===== src/rtl/opaddr_pkg.sv =====
`timescale 1ns/1ps
package opaddr_pkg;
  typedef enum logic [2:0] {
    ST_IDLE, ST_BASE, ST_PCFETCH, ST_DISP, ST_INDEX, ST_PTR
  } seq_state_t;

  localparam logic [2:0] M_REG  = 3'd0;
  localparam logic [2:0] M_DEF  = 3'd1;
  localparam logic [2:0] M_INC  = 3'd2;
  localparam logic [2:0] M_INCD = 3'd3;
  localparam logic [2:0] M_DEC  = 3'd4;
  localparam logic [2:0] M_DECD = 3'd5;
  localparam logic [2:0] M_IDX  = 3'd6;
  localparam logic [2:0] M_IDXD = 3'd7;
endpackage


===== src/rtl/opaddr_calc.sv =====
`timescale 1ns/1ps
// Combinational pointer arithmetic for the register-based modes (0..5).
module opaddr_calc #(
  parameter int DW     = 16,
  parameter int RW     = 3,
  parameter int SP_IDX = 6,
  parameter int PC_IDX = 7
) (
  input  logic [2:0]    mode,
  input  logic [RW-1:0] rnum,
  input  logic          byte_op,
  input  logic [DW-1:0] base,
  output logic [DW-1:0] upd_val,
  output logic [DW-1:0] addr,
  output logic          wr_en,
  output logic          ptr_en
);
  import opaddr_pkg::*;

  localparam logic [RW-1:0] SP_R = RW'(SP_IDX);
  localparam logic [RW-1:0] PC_R = RW'(PC_IDX);

  logic          unit_step;
  logic [DW-1:0] step, inc_val, dec_val;

  // Single steps only for byte operands on ordinary registers in modes 2/4
  assign unit_step = byte_op && (rnum != SP_R) && (rnum != PC_R) &&
                     ((mode == M_INC) || (mode == M_DEC));
  assign step    = unit_step ? DW'(1) : DW'(2);
  assign inc_val = base + step;
  assign dec_val = base - step;

  always_comb begin
    upd_val = '0;
    addr    = '0;
    wr_en   = 1'b0;
    ptr_en  = 1'b0;
    case (mode)
      M_DEF:  addr = base;
      M_INC:  begin addr = base;    upd_val = inc_val; wr_en = 1'b1; end
      M_INCD: begin addr = base;    upd_val = inc_val; wr_en = 1'b1; ptr_en = 1'b1; end
      M_DEC:  begin addr = dec_val; upd_val = dec_val; wr_en = 1'b1; end
      M_DECD: begin addr = dec_val; upd_val = dec_val; wr_en = 1'b1; ptr_en = 1'b1; end
      default: ;
    endcase
  end
endmodule


===== src/rtl/opaddr_memport.sv =====
`timescale 1ns/1ps
// Holds a single memory read request until it is acknowledged.
module opaddr_memport #(
  parameter int DW = 16
) (
  input  logic          clk,
  input  logic          rst,
  input  logic          issue,
  input  logic [DW-1:0] issue_addr,
  input  logic          mem_ack,
  output logic          mem_req,
  output logic [DW-1:0] mem_addr,
  output logic          got
);
  always_ff @(posedge clk) begin
    if (rst) begin
      mem_req  <= 1'b0;
      mem_addr <= '0;
    end else if (issue) begin
      mem_req  <= 1'b1;
      mem_addr <= issue_addr;
    end else if (mem_req && mem_ack) begin
      mem_req  <= 1'b0;
    end
  end

  assign got = mem_req && mem_ack;


  req_hold_chk: assert property (@(posedge clk) disable iff (rst)
    (mem_req && !mem_ack) |=> (mem_req && $stable(mem_addr)));
endmodule


===== src/rtl/opaddr_seq.sv =====
`timescale 1ns/1ps
module opaddr_seq #(
  parameter int DW     = 16,
  parameter int NREG   = 8,
  parameter int SP_IDX = 6,
  parameter int PC_IDX = 7,
  localparam int RW    = $clog2(NREG)
) (
  input  logic          clk,
  input  logic          rst,
  input  logic          start,
  input  logic [2:0]    spec_mode,
  input  logic [RW-1:0] spec_reg,
  input  logic          byte_op,
  output logic          done,
  output logic          res_mem,
  output logic [DW-1:0] res_ea,
  output logic [RW-1:0] res_reg,
  output logic [RW-1:0] rf_raddr,
  input  logic [DW-1:0] rf_rdata,
  output logic          rf_we,
  output logic [RW-1:0] rf_waddr,
  output logic [DW-1:0] rf_wdata,
  output logic          mem_req,
  output logic [DW-1:0] mem_addr,
  input  logic          mem_ack,
  input  logic [DW-1:0] mem_rdata
);
  import opaddr_pkg::*;

  localparam logic [RW-1:0] PC_R = RW'(PC_IDX);

  seq_state_t    state;
  logic [2:0]    mode_q;
  logic [RW-1:0] reg_q;
  logic          byte_q;
  logic [DW-1:0] disp_q;

  logic [DW-1:0] c_upd, c_addr, idx_sum, issue_addr;
  logic          c_wr, c_ptr, issue, got;

  assign rf_raddr = (state == ST_PCFETCH) ? PC_R : reg_q;
  assign idx_sum  = rf_rdata + disp_q;

  opaddr_calc #(.DW(DW), .RW(RW), .SP_IDX(SP_IDX), .PC_IDX(PC_IDX)) u_calc (
    .mode(mode_q), .rnum(reg_q), .byte_op(byte_q), .base(rf_rdata),
    .upd_val(c_upd), .addr(c_addr), .wr_en(c_wr), .ptr_en(c_ptr)
  );

  always_comb begin
    issue      = 1'b0;
    issue_addr = '0;
    case (state)
      ST_BASE:    begin issue = c_ptr;              issue_addr = c_addr;   end
      ST_PCFETCH: begin issue = 1'b1;               issue_addr = rf_rdata; end
      ST_INDEX:   begin issue = (mode_q == M_IDXD); issue_addr = idx_sum;  end
      default: ;
    endcase
  end

  opaddr_memport #(.DW(DW)) u_mem (
    .clk(clk), .rst(rst), .issue(issue), .issue_addr(issue_addr),
    .mem_ack(mem_ack), .mem_req(mem_req), .mem_addr(mem_addr), .got(got)
  );

  always_ff @(posedge clk) begin
    if (rst) begin
      state    <= ST_IDLE;
      mode_q   <= '0;
      reg_q    <= '0;
      byte_q   <= 1'b0;
      disp_q   <= '0;
      done     <= 1'b0;
      res_mem  <= 1'b0;
      res_ea   <= '0;
      res_reg  <= '0;
      rf_we    <= 1'b0;
      rf_waddr <= '0;
      rf_wdata <= '0;
    end else begin
      done  <= 1'b0;
      rf_we <= 1'b0;
      case (state)
        ST_IDLE: if (start) begin
          mode_q <= spec_mode;
          reg_q  <= spec_reg;
          byte_q <= byte_op;
          state  <= ST_BASE;
        end
        ST_BASE: begin
          if (c_wr) begin
            rf_we    <= 1'b1;
            rf_waddr <= reg_q;
            rf_wdata <= c_upd;
          end
          if (mode_q >= M_IDX) state <= ST_PCFETCH;
          else if (c_ptr)      state <= ST_PTR;
          else begin
            done    <= 1'b1;
            res_mem <= (mode_q != M_REG);
            res_ea  <= c_addr;
            res_reg <= reg_q;
            state   <= ST_IDLE;
          end
        end
        ST_PCFETCH: begin
          rf_we    <= 1'b1;
          rf_waddr <= PC_R;
          rf_wdata <= rf_rdata + DW'(2);
          state    <= ST_DISP;
        end
        ST_DISP: if (got) begin
          disp_q <= mem_rdata;
          state  <= ST_INDEX;
        end
        ST_INDEX: begin
          if (mode_q == M_IDXD) state <= ST_PTR;
          else begin
            done    <= 1'b1;
            res_mem <= 1'b1;
            res_ea  <= idx_sum;
            res_reg <= reg_q;
            state   <= ST_IDLE;
          end
        end
        ST_PTR: if (got) begin
          done    <= 1'b1;
          res_mem <= 1'b1;
          res_ea  <= mem_rdata;
          res_reg <= reg_q;
          state   <= ST_IDLE;
        end
        default: state <= ST_IDLE;
      endcase
    end
  end

  // Write tally since the last accepted start, used by the checks below
  logic [1:0] wr_cnt;
  always_ff @(posedge clk) begin
    if (rst) wr_cnt <= '0;
    else if (state == ST_IDLE && start) wr_cnt <= '0;
    else if (rf_we && wr_cnt != 2'd3) wr_cnt <= wr_cnt + 2'd1;
  end


  done_pulse_chk: assert property (@(posedge clk) disable iff (rst)
    done |=> !done);


  busy_ignore_chk: assert property (@(posedge clk) disable iff (rst)
    (state != ST_IDLE) |=> ($stable(mode_q) && $stable(reg_q)));


  idle_no_req_chk: assert property (@(posedge clk) disable iff (rst)
    (state == ST_IDLE && !done) |-> !mem_req);


  one_write_chk: assert property (@(posedge clk) disable iff (rst)
    done |-> (({1'b0, wr_cnt} + {2'b0, rf_we}) == ((mode_q >= M_INC) ? 3'd1 : 3'd0)));


  write_single_chk: assert property (@(posedge clk) disable iff (rst)
    rf_we |=> !rf_we);
endmodule


===== config.mk =====
export PLATFORM = sky130hd
export DESIGN_NAME = opaddr_seq
export DESIGN_NICKNAME = d
export VERILOG_FILES = /design/src/rtl/opaddr_pkg.sv /design/src/rtl/opaddr_calc.sv /design/src/rtl/opaddr_memport.sv /design/src/rtl/opaddr_seq.sv
export SDC_FILE = /design/constraint.sdc
export NUM_CORES = 1
export LEC_CHECK = 0
export BUFFER_PORTS_ARGS = -buffer_cell sky130_fd_sc_hd__buf_4
export CAP_MARGIN = 20
export CORE_ASPECT_RATIO = 0.75
export CORE_MARGIN = 2
export CORE_UTILIZATION = 45
export CTS_CLUSTER_DIAMETER = 100
export DETAILED_ROUTE_END_ITERATION = 8
export PLACE_DENSITY = 0.74
export SLEW_MARGIN = 30
export SYNTH_ARGS = -nofsm -noshare
export SYNTH_HDL_FRONTEND = slang
export SYNTH_SLANG_ARGS = --single-unit

===== constraint.sdc =====
create_clock -name clk -period 4.5 [get_ports clk]
set_clock_uncertainty 0.05 [all_clocks]
set_input_delay 0.675 -clock clk [delete_from_list [all_inputs] [get_ports clk]]
set_output_delay 0.675 -clock clk [all_outputs]
set_load 0.01 [all_outputs]

==> qor.csv, run 1 <==
stage,metric,value,unit
yosys,syn_nets,867,
yosys,synth_area_leaders,"dfxtp_1 28%, nand2_1 6.3%, a21oi_1 5.7%",
setup_path,crit_path_end_kind,flip-flop,
yosys,synth_edf_count,0,
drt,wirelength_met1,9.435,mm
drt,drt-total-wl,21.81,mm
setup_path,cp_data_required_time,4680,ps
die,die_area,14390,um^2
global_route,overflow,0,
global_route,grt_usage,0.3029,
yosys,yosys_register_bits,84,
drt,drc,0,
yosys,async_flop_share,0,
timing,slew_violations,0,
place,place_congestion,0.9883,
timing,hold_violations,0,
yosys,netlist_instances,797,
die,die_x,137.8,um
cts,cts_buffers,9,
place,pre_cts_ws,861.7,ps
finish,n_fill_cell,1275,
global_route,grt_pass1_wl,33.64,mm
global_route,grt_pass1_vias,5903,
yosys,ys_types,79,
cts,cts-root-buf,clkbuf_16,
yosys,synth_top_flop_cell,dfxtp_1,
power_and_ir_drop,vdd.ir_drop.worst,0.2142,mV
yosys,syn_area,6046,um^2
yosys,synth-xor-area-share,0.05795,
yosys,synth_compound_area_frac,0.2953,
drt,wl_met3,3.089,mm
outcome,status,"finished, final reports clean",
setup_path,path_class,reg2reg,
timing,finalCritPeriodShare,0.8393,
setup_path,crit_path_max_fanout,13,
die,placement_rows,36,
finish,multiInputGateArea,4056,um^2
finish,drive_above_1_share,0.1772,
setup_path,arrival,3960,ps
global_route,antenna_found_initial,0,
cts,clk_pin_slew_worst_paths,70,ps
job,drv_cap,0,
place,dp_hpwl,16.05,mm
yosys,synth_top_family_by_area,compound AO/OA/AOI/OAI gates,
yosys,yosysTopAreaCell,dfxtp_1,
timing,finalHoldWorstSlack,410.2,ps
yosys,synth.area.mux_share,0.02028,
yosys,synth-seq-area-share,0.2781,
yosys,syn_area_per_cell,7.586,um^2
cts,cts_resized,0,
cts,holdBufCountCts,0,
finish,synthToLayoutAreaGrowth,19.68,%
place,portBuffers,103,
timing,period_needed,3777,ps
drt,first_iter_violations,793,
timing,setup_tns,0,ps
finish,final-seq-area,1682,um^2
die,ios,104,
cts,cts.sinks,84,
finish,antenna_cells,0,
global_route,grt_start_max_net_pins,48,
drt,post_drt_via_cell_ratio,6.373,
cts,clkLatencyLatePin,350,ps
hold_path,hold_path.class,reg2reg,
drt,dr_total_vias,6628,
timing,slew_headroom,0.3237,
die,core_area,13060,um^2
drt,wire_per_inst,20.97,um
timing,rsz0062_at_grt,false,
cts,htreeDepth,3,
drt,dr.max_layer_used,met4,
power_and_ir_drop,powerDensity,281.4,nW/um^2
drt,drtPass1Iterations,5,
power_and_ir_drop,p_leak,0.002882,uW
finish,final_area,7236,um^2
yosys,synth_adder_area_share,0.05960,
timing,setup_ws,723.3,ps
timing,worst_pin_slew,1014,ps
cts,cts_tree,yes,
timing,setup_viol,0,
cts,post_cts_buffers,0,
yosys,yosys_warnings,0,
yosys,synthSimpleGateAreaFrac,0.2353,
die,fp.dieH,104.4,um
setup_path,startpoint_type,flip-flop,
yosys,synth_top_area_frac,0.2781,
drt,dr_wl_met2,8.829,mm
finish,nNetsFinal,934,
cts,clk_path_buf_depth,2,
die,start_util,0.4628,
timing,fmax,264.8,MHz
drt,drtAntennaViolNets,0,
place,post_dp_cell_area,6909,um^2
[synth_stat cells (all sizes together), types with 5 or more instances]
cell / n
a211oi: 17
a21o: 15
a21oi: 69
a221oi: 14
a22oi: 9
a311oi: 6
a31oi: 12
and2: 7
and3: 8
buf: 11
clkbuf: 51
dfxtp: 84
ha: 24
inv: 17
mux2i: 10
nand2: 102
nand2b: 7
nand3: 21
nand4: 9
nor2: 68
nor2b: 8
nor3: 21
nor4: 6
o211ai: 12
o21a: 7
o21ai: 42
o22ai: 9
o31ai: 5
or2: 5
or3: 10
xnor2: 25
xor2: 15
[power by group]
part	switching (uW)	total (uW)	internal, uW
sequential	26.7	797	770
combinational	258	415	157
clock	323	825	502
total	608	2040	1430
[worst max-delay path: stages, from the launching register on]
cell and delay, ps:
dfxtp_1 570, xor2_1 370, nand4b_1 180, inv_1 250, ha_1 190, inv_1 50
fa_1 440, or3_1 560, nor4_4 290, nor2_1 70, o21ai_1 150, a311oi_1 110
or3b_1 380
[cell usage in the layout, fill, tap and decap left out, drive strengths merged, types with 6 or more instances in the layout]
cell type,instances
inv,17
nand4,9
o21a,7
and3,8
a21o,15
a221oi,14
nand2b,7
clkbuf,10
and2,7
nor3,21
ha,24
buf,118
or3,10
xor2,15
a22oi,9
nor2,68
mux2i,10
xnor2,25
nor2b,8
dfxtp,84
nor4,6
o21ai,42
a311oi,6
a21oi,69
o211ai,12
o22ai,9
clkinv,6
a31oi,12
nand3,21
a211oi,17
nand2,102
[layout make-up]
type,count,share of cell area
inverter,19,0.009856
clock buffer,10,0.03303
multi-input combinational,632,0.5606
tap,171,0.02957
timing repair buffer,118,0.1224
sequential,84,0.2324
clock inverter,6,0.01210
[final timing paths]
check                           depth (start not counted)                  to       start  slack, ps
worst max-delay path                                   12  u_mem.mem_addr[12]   mode_q[1]        720
worst min-delay path                                    2          res_reg[2]  res_reg[2]        410
worst max register to register                         12  u_mem.mem_addr[12]   mode_q[1]        720
worst min register to register                          2          res_reg[2]  res_reg[2]        410
[metal layers]
layer  up-vias  GRT usage
li1       3061          -
met1      3071     0.4541
met2       460     0.4144
met3        36    0.09113
met4         0    0.07945
met5         -          0
[logic make-up (layout without fill, tap and decap cells)]
kind of cell	count (synthesis)	in the layout
xor+xnor	40	40
flops	84	84
mux	12	12
compound gates	264	264
fa+ha+maj	27	27
buf+inv	81	153
simple gates	289	289
[per-stage QoR]
step	util	instances	total power, uW
after CTS	0.5539	1040	2031
after floorplan	-	797	1047
after global routing	0.5539	1040	2104
after global placement	0.5283	1024	1209
after detailed placement	0.5289	1024	1212
final	0.5539	1040	2036
(Power assumes the default switching activity.)
==> inputs of run 2 (changes only) <==
==> constraint.sdc (replaced) <==
create_clock -name clk -period 3.74 [get_ports clk]
set_clock_uncertainty 0.05 [all_clocks]
set_input_delay 0.561 -clock clk [delete_from_list [all_inputs] [get_ports clk]]
set_output_delay 0.561 -clock clk [all_outputs]
set_load 0.01 [all_outputs]
==> qor.csv, run 2 (same netlist as run 1, synthesis figures left out) <==
stage,metric,value,unit,change
cts,holdBufCountCts,0,,unchanged
finish,final_area,7282,um^2,+0.64%
finish,antenna_cells,0,,unchanged
outcome,status,"finished, final reports clean",,
drt,wire_per_inst,20.79,um,-0.87%
hold_path,hold_path.class,in2reg,,
drt,dr_total_vias,6620,,-0.12%
finish,nNetsFinal,939,,+0.54%
power_and_ir_drop,p_leak,0.002911,uW,+1.0%
cts,clkLatencyLatePin,350,ps,about the same
setup_path,crit_path_max_fanout,10,,-3
drt,drt-total-wl,21.73,mm,-0.39%
global_route,grt_usage,0.3028,,about the same
setup_path,cp_data_required_time,3920,ps,-760 ps
timing,slew_violations,0,,unchanged
cts,cts_tree,yes,,
die,ios,104,,unchanged
die,die_x,137.8,um,unchanged
die,start_util,0.4628,,unchanged
finish,fin_util,0.5575,,+0.003544
setup_path,arrival,3650,ps,-310 ps
timing,worst_pin_slew,939.7,ps,-74.81 ps
setup_path,crit_path_end_kind,flip-flop,,
finish,layout_commonest_cell,buf_4,,
place,post_dp_cell_area,6947,um^2,+0.54%
die,fp.dieH,104.4,um,unchanged
power_and_ir_drop,vdd.ir_drop.worst,0.2153,mV,+0.50%
drt,drc,0,,unchanged
timing,slew_headroom,0.3736,,+0.04987
cts,cts.sinks,84,,unchanged
global_route,busiest_layer,met1,,
cts,post_cts_buffers,0,,unchanged
place,portBuffers,103,,unchanged
cts,cts_buffers,9,,unchanged
global_route,met3_usage,0.09795,,+0.006823
cts,htreeDepth,3,,unchanged
finish,n_fill_cell,1249,,-2.0%
global_route,grt_start_max_net_pins,44,,-8.3%
power_and_ir_drop,powerDensity,340.6,nW/um^2,+21%
finish,final_cell_mix,"123 x buf_4, 102 x nand2_1, 84 x dfxtp_1",,
global_route,use_met2,0.3978,,-0.01662
job,drv_cap,0,,unchanged
global_route,antenna_found_initial,0,,unchanged
timing,period_needed,3469,ps,-307.5 ps
die,placement_rows,36,,unchanged
global_route,grtUsageMet1,0.4685,,+0.01445
global_route,grt_pass1_vias,5881,,-0.37%
cts,clk_pin_slew_worst_paths,70,ps,about the same
timing,fmax,288.3,MHz,+8.9%
drt,post_drt_via_cell_ratio,6.335,,-0.60%
cts,cts_resized,0,,unchanged
place,dp_hpwl,16.06,mm,about the same
global_route,overflow,0,,unchanged
timing,finalCritPeriodShare,0.9276,,+0.08834
timing,setup_viol,0,,unchanged
finish,synthToLayoutAreaGrowth,20.45,%,
setup_path,startpoint_type,flip-flop,,
global_route,grt_pass1_wl,33.70,mm,+0.16%
drt,drtPass1Iterations,5,,unchanged
die,die_area,14390,um^2,unchanged
drt,drtAntennaViolNets,0,,unchanged
timing,setup_tns,0,ps,unchanged
cts,cts-root-buf,clkbuf_16,,
setup_path,path_class,reg2reg,,
die,core_area,13060,um^2,unchanged
finish,drive_above_1_share,0.1819,,+0.004707
timing,rsz0062_at_grt,false,,
drt,first_iter_violations,883,,+11%
timing,hold_violations,0,,unchanged
place,place_congestion,0.9650,,-2.4%
cts,clk_path_buf_depth,2,,unchanged
==> run 2: changes by cell type in the layout (fill, tap and decap cells not counted) <==
cell and delta:
clkinv_2 -1, buf_4 +5, clkinv_4 -1, clkbuf_8 +1, inv_6 +1
==> run 2: critical path: stages (launching register included) <==
cell and delay (ps):
dfxtp_1 500, xor2_1 210, nand4b_1 150, inv_1 220, ha_1 190, inv_1 40, fa_1 440, or3_1 550
nor4_4 230, mux2i_1 160, a211o_1 320, a32oi_1 190, o21ai_1 80
==> run 2: final cells by class <==
type | count | area, um^2 | share of cell area
multi-input cells | 632 | 4056 | 0.5570
flip-flops and latches | 84 | 1682 | 0.2309
clock inverters | 5 | 82.58 | 0.01134
repair buffers | 123 | 923.4 | 0.1268
clock buffers | 11 | 252.7 | 0.03471
well taps | 171 | 214.0 | 0.02938
inverters | 19 | 71.32 | 0.009794
==> run 2: path summary, 6_finish.rpt <==
path | start | to | slack (ps) | depth (start not counted)
setup / recovery | mode_q[2] | res_ea[14] | 270 | 12
hold / removal | spec_reg[2] | reg_q[2] | 400 | 3
setup reg to reg | mode_q[2] | res_ea[14] | 270 | 12
hold reg to reg | res_mem | res_mem | 410 | 2
==> run 2: metal layers <==
layer	vias to the layer above	wire (um)
li1	3063	-
met1	3061	9647
met2	461	8592
met3	35	3160
met4	0	325
met5	-	0
==> run 2: stage by stage <==
step,setup WS [ps],power [uW],hold slack [ps],cells
finish,270.8,2480,400.5,1045
global route,4.779,2554,413.7,1045
CTS,295.8,2469,398.8,1045
detailed placement,321.1,1462,399.6,1029
global placement,393.3,1457,393.3,1029
floorplan,414.6,1260,390.0,797
==> run 2: power breakdown <==
part / switching [uW] / internal, uW / total (uW)
Combinational: 314 / 192 / 507
Sequential: 27.9 / 926 / 954
Clock: 395 / 625 / 1020
Total: 737 / 1740 / 2480
